### src/rtl/cpx_pkg.sv
`timescale 1ns/1ps
package cpx_pkg;
  localparam int unsigned CAUSE_ILLEGAL_INSN = 2;

  typedef enum logic [1:0] {
    WB_IDLE   = 2'd0,
    WB_RESULT = 2'd1,
    WB_PARKED = 2'd2,
    WB_DIRECT = 2'd3
  } wb_src_e;
endpackage

### src/rtl/cpx_issue_ctrl.sv
`timescale 1ns/1ps
module cpx_issue_ctrl #(
  parameter int unsigned ID_W    = 3,
  parameter int unsigned XLEN    = 32,
  parameter int unsigned NUM_SRC = 2,
  parameter int unsigned INSN_W  = 32
) (
  input  logic                    fu_valid_i,
  input  logic [ID_W-1:0]         fu_id_i,
  input  logic [NUM_SRC*XLEN-1:0] fu_ops_i,
  input  logic [INSN_W-1:0]       fu_insn_i,
  input  logic                    park_busy_i,
  input  logic                    issue_ready_i,
  input  logic                    issue_accept_i,
  output logic                    fu_ready_o,
  output logic                    issue_valid_o,
  output logic [ID_W-1:0]         issue_id_o,
  output logic [NUM_SRC*XLEN-1:0] issue_ops_o,
  output logic [NUM_SRC-1:0]      issue_opvalid_o,
  output logic [INSN_W-1:0]       issue_insn_o,
  output logic                    commit_valid_o,
  output logic [ID_W-1:0]         commit_id_o,
  output logic                    commit_kill_o,
  output logic                    reject_o
);
  logic fire;

  // A parked refusal blocks new offers so it cannot be overwritten.
  assign issue_valid_o = fu_valid_i && !park_busy_i;
  assign fu_ready_o    = issue_ready_i && !park_busy_i;
  assign issue_id_o    = fu_id_i;
  assign issue_insn_o  = fu_insn_i;

  for (genvar k = 0; k < NUM_SRC; k++) begin : g_slot
    assign issue_ops_o[k*XLEN +: XLEN] = fu_ops_i[k*XLEN +: XLEN];
    assign issue_opvalid_o[k]          = 1'b1;
  end

  assign commit_valid_o = issue_valid_o;
  assign commit_id_o    = fu_id_i;
  assign commit_kill_o  = 1'b0;

  assign fire     = issue_valid_o && issue_ready_i;
  assign reject_o = fire && !issue_accept_i;
endmodule

### src/rtl/cpx_park_regs.sv
`timescale 1ns/1ps
module cpx_park_regs #(
  parameter int unsigned ID_W    = 3,
  parameter int unsigned INSN_W  = 32,
  parameter int unsigned CAUSE_W = 6
) (
  input  logic               clk_i,
  input  logic               rst_ni,
  input  logic               flush_i,
  input  logic               capture_i,
  input  logic               release_i,
  input  logic [ID_W-1:0]    id_i,
  input  logic [INSN_W-1:0]  insn_i,
  output logic               busy_o,
  output logic [ID_W-1:0]    id_o,
  output logic [CAUSE_W-1:0] cause_o,
  output logic [INSN_W-1:0]  insn_o
);
  logic               busy_q;
  logic [ID_W-1:0]    id_q;
  logic [CAUSE_W-1:0] cause_q;
  logic [INSN_W-1:0]  insn_q;

  always_ff @(posedge clk_i or negedge rst_ni) begin
    if (!rst_ni) begin
      busy_q  <= 1'b0;
      id_q    <= '0;
      cause_q <= '0;
      insn_q  <= '0;
    end else if (flush_i) begin
      busy_q  <= 1'b0;
      id_q    <= '0;
      cause_q <= '0;
      insn_q  <= '0;
    end else if (capture_i) begin
      busy_q  <= 1'b1;
      id_q    <= id_i;
      cause_q <= CAUSE_W'(cpx_pkg::CAUSE_ILLEGAL_INSN);
      insn_q  <= insn_i;
    end else if (release_i) begin
      busy_q  <= 1'b0;
    end
  end

  assign busy_o  = busy_q;
  assign id_o    = id_q;
  assign cause_o = cause_q;
  assign insn_o  = insn_q;
endmodule

### src/rtl/cpx_wb_arb.sv
`timescale 1ns/1ps
module cpx_wb_arb #(
  parameter int unsigned ID_W    = 3,
  parameter int unsigned XLEN    = 32,
  parameter int unsigned INSN_W  = 32,
  parameter int unsigned CAUSE_W = 6
) (
  input  logic               flush_i,
  input  logic               reject_i,
  input  logic [ID_W-1:0]    fu_id_i,
  input  logic [INSN_W-1:0]  fu_insn_i,
  input  logic               res_valid_i,
  input  logic [ID_W-1:0]    res_id_i,
  input  logic [XLEN-1:0]    res_data_i,
  input  logic               res_we_i,
  input  logic               res_exc_i,
  input  logic [CAUSE_W-1:0] res_cause_i,
  input  logic               park_busy_i,
  input  logic [ID_W-1:0]    park_id_i,
  input  logic [CAUSE_W-1:0] park_cause_i,
  input  logic [INSN_W-1:0]  park_insn_i,
  output logic               capture_o,
  output logic               release_o,
  output cpx_pkg::wb_src_e   src_o,
  output logic               wb_valid_o,
  output logic [ID_W-1:0]    wb_id_o,
  output logic [XLEN-1:0]    wb_data_o,
  output logic               wb_we_o,
  output logic               wb_exc_o,
  output logic [CAUSE_W-1:0] wb_cause_o,
  output logic [XLEN-1:0]    wb_tval_o
);
  localparam int unsigned TV_W = (INSN_W < XLEN) ? INSN_W : XLEN;

  function automatic logic [XLEN-1:0] insn_to_tval(input logic [INSN_W-1:0] insn);
    logic [XLEN-1:0] t;
    t = '0;
    t[TV_W-1:0] = insn[TV_W-1:0];
    return t;
  endfunction

  // Results own the port; a parked refusal beats a fresh one.
  always_comb begin
    if (res_valid_i)                     src_o = cpx_pkg::WB_RESULT;
    else if (park_busy_i && !flush_i)    src_o = cpx_pkg::WB_PARKED;
    else if (reject_i)                   src_o = cpx_pkg::WB_DIRECT;
    else                                 src_o = cpx_pkg::WB_IDLE;
  end

  assign capture_o = reject_i && res_valid_i && !flush_i;
  assign release_o = (src_o == cpx_pkg::WB_PARKED);

  always_comb begin
    wb_valid_o = 1'b0;
    wb_id_o    = '0;
    wb_data_o  = '0;
    wb_we_o    = 1'b0;
    wb_exc_o   = 1'b0;
    wb_cause_o = '0;
    wb_tval_o  = '0;
    unique case (src_o)
      cpx_pkg::WB_RESULT: begin
        wb_valid_o = 1'b1;
        wb_id_o    = res_id_i;
        wb_data_o  = res_data_i;
        wb_we_o    = res_we_i && !res_exc_i;
        wb_exc_o   = res_exc_i;
        wb_cause_o = res_cause_i;
      end
      cpx_pkg::WB_PARKED: begin
        wb_valid_o = 1'b1;
        wb_id_o    = park_id_i;
        wb_exc_o   = 1'b1;
        wb_cause_o = park_cause_i;
        wb_tval_o  = insn_to_tval(park_insn_i);
      end
      cpx_pkg::WB_DIRECT: begin
        wb_valid_o = 1'b1;
        wb_id_o    = fu_id_i;
        wb_exc_o   = 1'b1;
        wb_cause_o = CAUSE_W'(cpx_pkg::CAUSE_ILLEGAL_INSN);
        wb_tval_o  = insn_to_tval(fu_insn_i);
      end
      default: ;
    endcase
  end
endmodule

### src/rtl/cpx_offload_unit.sv
`timescale 1ns/1ps
module cpx_offload_unit #(
  parameter int unsigned ID_W    = 3,
  parameter int unsigned XLEN    = 32,
  parameter int unsigned NUM_SRC = 2,
  parameter int unsigned INSN_W  = 32,
  parameter int unsigned CAUSE_W = 6
) (
  input  logic                    clk_i,
  input  logic                    rst_ni,
  input  logic                    flush_i,
  input  logic                    fu_valid_i,
  input  logic [ID_W-1:0]         fu_id_i,
  input  logic [NUM_SRC*XLEN-1:0] fu_ops_i,
  input  logic [INSN_W-1:0]       fu_insn_i,
  output logic                    fu_ready_o,
  output logic                    issue_valid_o,
  input  logic                    issue_ready_i,
  input  logic                    issue_accept_i,
  output logic [ID_W-1:0]         issue_id_o,
  output logic [NUM_SRC*XLEN-1:0] issue_ops_o,
  output logic [NUM_SRC-1:0]      issue_opvalid_o,
  output logic [INSN_W-1:0]       issue_insn_o,
  output logic                    commit_valid_o,
  output logic [ID_W-1:0]         commit_id_o,
  output logic                    commit_kill_o,
  input  logic                    res_valid_i,
  output logic                    res_ready_o,
  input  logic [ID_W-1:0]         res_id_i,
  input  logic [XLEN-1:0]         res_data_i,
  input  logic                    res_we_i,
  input  logic                    res_exc_i,
  input  logic [CAUSE_W-1:0]      res_cause_i,
  output logic                    wb_valid_o,
  output logic [ID_W-1:0]         wb_id_o,
  output logic [XLEN-1:0]         wb_data_o,
  output logic                    wb_we_o,
  output logic                    wb_exc_o,
  output logic [CAUSE_W-1:0]      wb_cause_o,
  output logic [XLEN-1:0]         wb_tval_o
);
  // Named internal events for the checker.
  logic               reject_now;
  logic               park_busy;
  logic               park_capture;
  logic               park_release;
  logic [ID_W-1:0]    park_id;
  logic [CAUSE_W-1:0] park_cause;
  logic [INSN_W-1:0]  park_insn;
  cpx_pkg::wb_src_e   wb_src;

  assign res_ready_o = 1'b1;

  cpx_issue_ctrl #(
    .ID_W(ID_W), .XLEN(XLEN), .NUM_SRC(NUM_SRC), .INSN_W(INSN_W)
  ) i_issue (
    .fu_valid_i      (fu_valid_i),
    .fu_id_i         (fu_id_i),
    .fu_ops_i        (fu_ops_i),
    .fu_insn_i       (fu_insn_i),
    .park_busy_i     (park_busy),
    .issue_ready_i   (issue_ready_i),
    .issue_accept_i  (issue_accept_i),
    .fu_ready_o      (fu_ready_o),
    .issue_valid_o   (issue_valid_o),
    .issue_id_o      (issue_id_o),
    .issue_ops_o     (issue_ops_o),
    .issue_opvalid_o (issue_opvalid_o),
    .issue_insn_o    (issue_insn_o),
    .commit_valid_o  (commit_valid_o),
    .commit_id_o     (commit_id_o),
    .commit_kill_o   (commit_kill_o),
    .reject_o        (reject_now)
  );

  cpx_park_regs #(
    .ID_W(ID_W), .INSN_W(INSN_W), .CAUSE_W(CAUSE_W)
  ) i_park (
    .clk_i     (clk_i),
    .rst_ni    (rst_ni),
    .flush_i   (flush_i),
    .capture_i (park_capture),
    .release_i (park_release),
    .id_i      (fu_id_i),
    .insn_i    (fu_insn_i),
    .busy_o    (park_busy),
    .id_o      (park_id),
    .cause_o   (park_cause),
    .insn_o    (park_insn)
  );

  cpx_wb_arb #(
    .ID_W(ID_W), .XLEN(XLEN), .INSN_W(INSN_W), .CAUSE_W(CAUSE_W)
  ) i_arb (
    .flush_i      (flush_i),
    .reject_i     (reject_now),
    .fu_id_i      (fu_id_i),
    .fu_insn_i    (fu_insn_i),
    .res_valid_i  (res_valid_i),
    .res_id_i     (res_id_i),
    .res_data_i   (res_data_i),
    .res_we_i     (res_we_i),
    .res_exc_i    (res_exc_i),
    .res_cause_i  (res_cause_i),
    .park_busy_i  (park_busy),
    .park_id_i    (park_id),
    .park_cause_i (park_cause),
    .park_insn_i  (park_insn),
    .capture_o    (park_capture),
    .release_o    (park_release),
    .src_o        (wb_src),
    .wb_valid_o   (wb_valid_o),
    .wb_id_o      (wb_id_o),
    .wb_data_o    (wb_data_o),
    .wb_we_o      (wb_we_o),
    .wb_exc_o     (wb_exc_o),
    .wb_cause_o   (wb_cause_o),
    .wb_tval_o    (wb_tval_o)
  );
endmodule

### config.mk
export PLATFORM = sky130hd
export DESIGN_NAME = cpx_offload_unit
export DESIGN_NICKNAME = d
export VERILOG_FILES = /design/src/rtl/cpx_pkg.sv /design/src/rtl/cpx_issue_ctrl.sv /design/src/rtl/cpx_park_regs.sv /design/src/rtl/cpx_wb_arb.sv /design/src/rtl/cpx_offload_unit.sv
export SDC_FILE = /design/constraint.sdc
export NUM_CORES = 1
export LEC_CHECK = 0
export ABC_AREA = 1
export BUFFER_PORTS_ARGS = -buffer_cell sky130_fd_sc_hd__buf_2
export CAP_MARGIN = 10
export CORE_AREA = 2 2 131 133
export DETAILED_ROUTE_END_ITERATION = 16
export DIE_AREA = 0 0 133 135
export HOLD_SLACK_MARGIN = 0.06
export PLACE_DENSITY = 0.52
export SYNTH_ARGS = -nofsm -noshare
export SYNTH_HDL_FRONTEND = slang
export SYNTH_SLANG_ARGS = --single-unit
### constraint.sdc
create_clock -name clk_i -period 1.7 [get_ports clk_i]
set_input_delay 0.085 -clock clk_i [delete_from_list [all_inputs] [get_ports clk_i]]
set_output_delay 0.085 -clock clk_i [all_outputs]
set_load 0.1 [all_outputs]
==> PnR_summary.wiki, run 1 <==
{| class="wikitable"
! Metric !! Value
|-
| Run status || finished, final reports clean
|-
| Die extent in y || 135 um
|-
| Number of sinks on the clock net || 37
|-
| Final hold violation count || 0
|-
| Floorplan core area || 16410 sq um
|-
| Area enclosed by the die boundary || 17960 sq um
|-
| Number of flip-flops and latches in the synthesized netlist || 37
|-
| CTS tree || yes
|-
| Total inserted antenna cells || 0
|-
| DP Cell Count || 794
|-
| Net Sw Frac || 0.4680
|-
| Combinational family with the most area after synthesis || simple AND/OR/NAND/NOR gates
|-
| Clock root cell || sky130_fd_sc_hd__clkbuf_16
|-
| Non-filler cells, final || 806
|-
| Startpoint Class || register
|-
| Routed met2 length || 5.338 mm
|-
| Hold crit path type || in -> reg
|-
| HPWL after DPL || 8.163 mm
|-
| Placed instance area || 4707 sq um
|-
| Largest stage delay, worst path || 410 ps
|-
| Critical path type || reg -> out
|-
| Most frequent standard cell in the layout excluding fill and tap cells || sky130_fd_sc_hd__buf_2
|-
| Fraction of layout instances using a drive strength above 1 || 0.4590
|-
| DR iter-0 viols || 139
|-
| Via-to-Cell Ratio || 4.068
|-
| Boundary pin count || 334
|-
| Worst path cell trace || nand2_2 -> nor2_8 -> buf_8 -> nand2_1 -> nand3_1 -> buf_12
|-
| Synthesized-area fraction occupied by adder cells || 0
|-
| Fraction of power consumed by combinational cells || 0.466
|-
| Multiplexer fraction of the synthesized cell area || 0
|-
| Setup Total Neg Slack || 0 ps
|-
| Final design utilization || 0.3032
|-
| Maximum number of pins on one net before global-route repair || 44
|-
| Number of rows in the core area || 47
|-
| DRC viols || 0
|-
| Total net switching power || 1.618 mW
|-
| Final Power || 3.457 mW
|-
| Buffers & Inverters on Critical Path || 2
|-
| Maximum root-to-sink buffer count || 2
|-
| Proportion of netlist area held by the largest area contributor || 0.2719
|-
| Final weighted congestion of routability-driven global placement || 0.7172
|-
| Insertion delay to the later sink of the worst-skew pair || 280 ps
|-
| Die Span X || 133 um
|-
| Critical Path RT || 1620 ps
|-
| Worst-path clk slew || 60 ps
|-
| Total routing usage reported by global routing || 0.1148
|-
| Max-cap violations || 0
|-
| Leak pwr || 2.823 nW
|-
| Instance count of the mapped netlist || 496
|-
| Layout Cell Area excl Fill || 4975 sq um
|-
| Area growth syn-to-layout || 46.07%
|-
| Net total in the final layout || 735
|-
| Xor and xnor area share after synthesis || 0
|-
| Crit path max-delay family || simple AND/OR/NAND/NOR gates
|-
| Synthesized-area fraction occupied by and/or/nand/nor cells || 0.3677
|-
| Antenna-violating nets left || 0
|-
| Part of the power in the clock network || 0.271
|-
| Final Max Slew Viols || 0
|-
| Setup violation total in the final timing report || 0
|-
| Average cell area after synthesis || 6.866 sq um
|-
| Wire length of the first global-routing pass || 16.51 mm
|-
| Crit path max fanout || 15
|-
| Power Density || 694.9 nW/um^2
|-
| Clock period minus final worst setup slack || 1604 ps
|-
| Highest clock rate || 623.4 MHz
|-
| Topmost layer with routed signal wires || met4
|-
| Average detailed-routed wire length per instance || 13.84 um
|-
| H-tree lvl count || 2
|-
| Number of distinct library cells after synthesis || 20
|-
| Critical-path cell with the highest stage delay || sky130_fd_sc_hd__dfrtp_1
|-
| Count of input and output buffers || 201
|-
| Mapped Area || 3406 sq um
|-
| Capturing element type of the critical path || output port
|-
| Commonest cells after routing, fill and taps aside || sky130_fd_sc_hd__buf_2 (147), sky130_fd_sc_hd__nand2_1 (121), sky130_fd_sc_hd__nand3_1 (71)
|-
| Max Clock Skew || 3.329 ps
|-
| Dominant cells by area after synthesis || sky130_fd_sc_hd__dfrtp_1 (27%), sky130_fd_sc_hd__buf_4 (25%), sky130_fd_sc_hd__nand2_1 (17%), sky130_fd_sc_hd__nand3_1 (11%), sky130_fd_sc_hd__nand4_1 (6.4%)
|-
| Warnings from Yosys || 0
|-
| Number of antenna violations at the first check in global routing || 0
|-
| Sequential group share of total power || 0.263
|-
| Sum of met3 wire segment lengths after detailed routing || 677 um
|-
| Count of vias placed by the detailed router || 3279
|-
| CTS Buf Count || 5
|-
| Internal cell power || 1.839 mW
|-
| Worst supply voltage drop on vdd || 0.2726 mV
|-
| Cell type contributing the most total cell area after synthesis || sky130_fd_sc_hd__dfrtp_1
|-
| Worst path arrival time || 1520 ps
|-
| First-pass iteration count of the detailed router || 4
|-
| RSZ-0062 raised after global routing || true
|-
| Fin crit share || 0.9436
|-
| Initial Util || 0.2076
|-
| Vias in the first global route || 3043
|-
| Sequential share of the synthesized area || 0.2719
|-
| R2r setup slk || 310 ps
|-
| Total routed wirelength || 11.16 mm
|-
| Compound-cell area share of the yosys netlist || 0.005511
|-
| Met1 WL || 4.949 mm
|-
| GRT Residual Overflow || 0
|}
[per-layer routing]
layer / up-vias / track usage
li1: 1634 / -
met1: 1496 / 0.1503
met4: 0 / 0.03883
met3: 22 / 0.02440
met2: 127 / 0.1883
met5: - / 0
[layout make-up]
class | instances | area, sq um
Inverter | 44 | 165.2
Multi-Input combinational cell | 277 | 1401
Fill cell | 1734 | 11430
Sequential cell | 37 | 925.9
Tap cell | 220 | 275.3
Clock buffer | 7 | 142.6
Timing Repair Buffer | 221 | 2064
[synthesized netlist by cell type, drive strengths merged]
| cell | count |
|---|---|
| nand3 | 76 |
| conb | 2 |
| o21ai | 2 |
| nand2 | 152 |
| nor2 | 6 |
| inv | 44 |
| buf | 136 |
| a21oi | 1 |
| dfrtp | 37 |
| clkbuf | 4 |
| nor3b | 1 |
| nand4 | 35 |
[logic make-up (layout without fill, tap and decap cells)]
| family | after synthesis | after routing |
|---|---|---|
| and+or+nand+nor | 270 | 270 |
| AOI/OAI and AO/OA | 3 | 3 |
| DFF | 37 | 37 |
| other | 2 | 4 |
| buffers and inverters | 184 | 272 |
[final timing paths]
| path | start | to | cells past startpoint |
|---|---|---|---|
| setup / recovery | i_park.busy_o$_DFFE_PN0P_ | wb_id_o[0] | 6 |
| min in group asynchronous | rst_ni | i_park.insn_o[30]$_DFFE_PN0P_ | 2 |
| max in group asynchronous | rst_ni | i_park.insn_o[4]$_DFFE_PN0P_ | 3 |
| hold reg to reg | i_park.insn_o[10]$_DFFE_PN0P_ | i_park.insn_o[10]$_DFFE_PN0P_ | 2 |
| setup reg to reg | i_park.busy_o$_DFFE_PN0P_ | i_park.insn_o[21]$_DFFE_PN0P_ | 6 |
| hold / removal | flush_i | i_park.busy_o$_DFFE_PN0P_ | 2 |
[power by group through the flow]
stage | logic, mW | clock network [mW] | registers, mW
2_1_floorplan | 1.93 | 0 | 0.923
3_5_place_dp | 1.60 | 0 | 0.924
3_3_place_gp | 1.60 | 0 | 0.924
4_1_cts | 1.60 | 0.997 | 0.908
5_1_grt | 1.67 | 1.02 | 0.911
6_report | 1.61 | 0.937 | 0.909
[through the flow]
step | setup WS (ps) | hold WS (ps)
3_5_place_dp | 283.9 | 46.34
6_report | 95.91 | 78.34
4_1_cts | -11.31 | 65.62
2_1_floorplan | -84.41 | -210.6
3_3_place_gp | 298.4 | 39.30
5_1_grt | -16.48 | 78.53
[worst reg2reg max path, stage by stage, from the launching register on]
cell and delay [ps]:
sky130_fd_sc_hd__dfrtp_1 420, sky130_fd_sc_hd__buf_4 170, sky130_fd_sc_hd__nor2_4 130, sky130_fd_sc_hd__nand3_4 60
sky130_fd_sc_hd__buf_4 280, sky130_fd_sc_hd__nand3_1 140, sky130_fd_sc_hd__nand2_1 70
[timing repair]
action                                  in CTS  in global routing
hold buffers                                 2                  0
endpoints found under the hold margin       17                  0
pin swaps                                    0                  1
setup buffers                                0                  1
endpoints found under the setup margin      26                 36
cloned                                       0                  2
gates resized for setup                      7                  8
[registers in the layout, summed over array words and instances, names as in the netlist]
name	cells
i_park.busy_o	1
i_park.cause_o	1
i_park.id_o	3
i_park.insn_o	32
Power figures use the tool's default switching activity.
==> run 2: changes to the inputs <==
CORE_AREA = 2 2 128 130   (was 2 2 131 133)
DIE_AREA = 0 0 130 132   (was 0 0 133 135)
PLACE_DENSITY = 0.56   (was 0.52)
REMOVE_ABC_BUFFERS = 1   (was not set)
clock period = 1.33 ns   (was 1.7 ns; I/O delays follow)
==> PnR_summary.wiki, run 2 (synthesis gave the netlist of run 1 again) <==
{| class="wikitable"
! Metric !! Value
|-
| Internal cell power || 2.753 mW
|-
| Run status || finished, violations left
|-
| DRC viols || 0
|-
| Most frequent standard cell in the layout excluding fill and tap cells || sky130_fd_sc_hd__buf_2
|-
| Floorplan core area || 15710 sq um
|-
| Worst supply voltage drop on vdd || 0.6154 mV
|-
| Vias in the first global route || 3377
|-
| Worst slack, placed || -69.78 ps
|-
| Setup Total Neg Slack || -15910 ps
|-
| Placed instance area || 5142 sq um
|-
| Maximum root-to-sink buffer count || 2
|-
| Critical path type || reg -> out
|-
| Boundary pin count || 334
|-
| Fin crit share || 1.235
|-
| Via-to-Cell Ratio || 4.438
|-
| Net total in the final layout || 756
|-
| Setup violation total in the final timing report || 78
|-
| Number of cells on the worst reg-to-reg path || 8
|-
| Final hold violation count || 0
|-
| Final design utilization || 0.3722
|-
| Fraction of layout instances using a drive strength above 1 || 0.5132
|-
| Commonest cells after routing, fill and taps aside || sky130_fd_sc_hd__buf_2 (122), sky130_fd_sc_hd__nand2_1 (118), sky130_fd_sc_hd__buf_12 (91)
|-
| Final-layout worst hold slack || 67.35 ps
|-
| Top cell by count, worst path || sky130_fd_sc_hd__buf_12
|-
| Fraction of power consumed by combinational cells || 0.478
|-
| Wire length of the first global-routing pass || 22.41 mm
|-
| Maximum number of pins on one net before global-route repair || 72
|-
| Count of input and output buffers || 201
|-
| HPWL after DPL || 11.71 mm
|-
| CTS Buf Count || 5
|-
| Hold crit path type || in -> reg
|-
| Highest clock rate || 608.7 MHz
|-
| H-tree lvl count || 2
|-
| Insertion delay to the later sink of the worst-skew pair || 280 ps
|-
| GRT Residual Overflow || 0
|-
| Final weighted congestion of routability-driven global placement || 0.7485
|-
| Total routed wirelength || 15.79 mm
|-
| Clock root cell || sky130_fd_sc_hd__clkbuf_16
|-
| Number of antenna violations at the first check in global routing || 1
|-
| Count of vias placed by the detailed router || 3661
|-
| Layout Cell Area excl Fill || 5848 sq um
|-
| Launch instance of the worst register-to-register path || i_park.busy_o$_DFFE_PN0P_
|-
| Leak pwr || 3.126 nW
|-
| Crit path max fanout || 8
|-
| Total net switching power || 2.115 mW
|-
| RSZ-0062 raised after global routing || true
|-
| Hold endpoint || i_park.insn_o[9]$_DFFE_PN0P_
|-
| DR iter-0 viols || 110
|-
| Clock period minus final worst setup slack || 1643 ps
|-
| Max Clock Skew || 9.104 ps
|-
| Final Max Slew Viols || 0
|-
| Die extent in y || 132 um
|-
| Die Span X || 130 um
|-
| Final Power || 4.868 mW
|-
| Cell count of the worst hold path || 3
|-
| Final worst setup slack || -312.9 ps
|-
| Critical-path cell with the highest stage delay || sky130_fd_sc_hd__dfrtp_1
|-
| Violated checks || negative setup slack
|-
| Capturing element type of the critical path || output port
|-
| Crit Reg-Reg Endpoint || i_park.insn_o[0]$_DFFE_PN0P_
|-
| Area enclosed by the die boundary || 17160 sq um
|-
| CTS tree || yes
|-
| Critical Path RT || 1260 ps
|-
| DP Cell Count || 797
|-
| Average detailed-routed wire length per instance || 19.14 um
|-
| First-pass iteration count of the detailed router || 4
|-
| Part of the power in the clock network || 0.283
|-
| Startpoint Class || register
|-
| Sequential group share of total power || 0.239
|-
| Worst-path clk slew || 60 ps
|-
| Net Sw Frac || 0.4344
|-
| Worst path cell trace || inv_2 -> nand2_4 -> nor2_8 -> buf_12 -> clkbuf_16 -> nand3_1 -> nand2_2 -> buf_12
|-
| Power Density || 832.4 nW/um^2
|-
| Max reg flops || 32
|-
| Initial Util || 0.2168
|-
| Max-cap violations || 0
|-
| Worst Hold Launch || fu_insn_i[9]
|-
| Total routing usage reported by global routing || 0.1758
|-
| Antenna-violating nets left || 0
|-
| R2r setup slk || -150 ps
|-
| Largest stage delay, worst path || 390 ps
|-
| Number of sinks on the clock net || 37
|-
| Number of rows in the core area || 46
|-
| Worst path arrival time || 1580 ps
|-
| Non-filler cells, final || 825
|-
| Area growth syn-to-layout || 71.71%
|}
[run 2: cell count changes in the layout (fill, tap and decap cells not counted), sizes merged]
cell and change:
buf +19, dlygate4sd3 +2, bufinv +1, diode +1
[run 2: cell type report]
cell class | instances | area, sq um
Clock inverter | 1 | 30.03
Sequential cell | 37 | 925.9
Inverter | 44 | 165.2
Timing Repair Buffer | 242 | 2781
Fill cell | 1576 | 9864
Tap cell | 216 | 270.3
Clock buffer | 7 | 142.6
Antenna cell | 1 | 2.502
Multi-Input combinational cell | 277 | 1530
[run 2: worst max path at each step]
stage / startpoint / endpoint / slack (ps) / cells after the start
6_report: i_park.busy_o$_DFFE_PN0P_ / wb_tval_o[13] / -310 / 8
5_1_grt: i_park.busy_o$_DFFE_PN0P_ / wb_tval_o[19] / -380 / 7
4_1_cts: i_park.busy_o$_DFFE_PN0P_ / wb_tval_o[12] / -300 / 8
3_5_place_dp: i_park.busy_o$_DFFE_PN0P_ / wb_id_o[2] / -70 / 7
3_3_place_gp: i_park.busy_o$_DFFE_PN0P_ / wb_tval_o[12] / -60 / 7
2_1_floorplan: i_park.busy_o$_DFFE_PN0P_ / commit_valid_o / -1650 / 1
[run 2: what timing repair did]
| action | CTS | global route |
|---|---|---|
| endpoints found under the hold margin | 20 | 0 |
| pin swaps | 3 | 9 |
| hold buffers | 4 | 0 |
| buffers inserted | 8 | 1 |
| gates resized for setup | 50 | 27 |
| setup endpoints to repair | 41 | 78 |
| gates cloned | 3 | 3 |
[run 2: power groups by stage]
stage | Sequential, mW | Clock (mW) | Combinational [mW]
global placement | 1.18 | 0 | 2.22
finish | 1.16 | 1.38 | 2.33
CTS | 1.16 | 1.43 | 2.30
detailed placement | 1.18 | 0 | 2.23
global route | 1.16 | 1.47 | 2.41
floorplan | 1.18 | 0 | 0.918
[run 2: worst max-delay path, delay by kind of cell (launching register included)]
family / cells / cell delay, ps
buffers and inverters: 4 / 570
flip-flops: 1 / 390
AND/OR/NAND/NOR: 4 / 330
[run 2: routing by layer]
| metal | track usage | part of all wire |
|---|---|---|
| met1 | 0.2200 | 0.41 |
| met2 | 0.2350 | 0.40 |
| met3 | 0.1404 | 0.17 |
| met4 | 0.01852 | 0.0041 |
| met5 | 0.08529 | 0.011 |
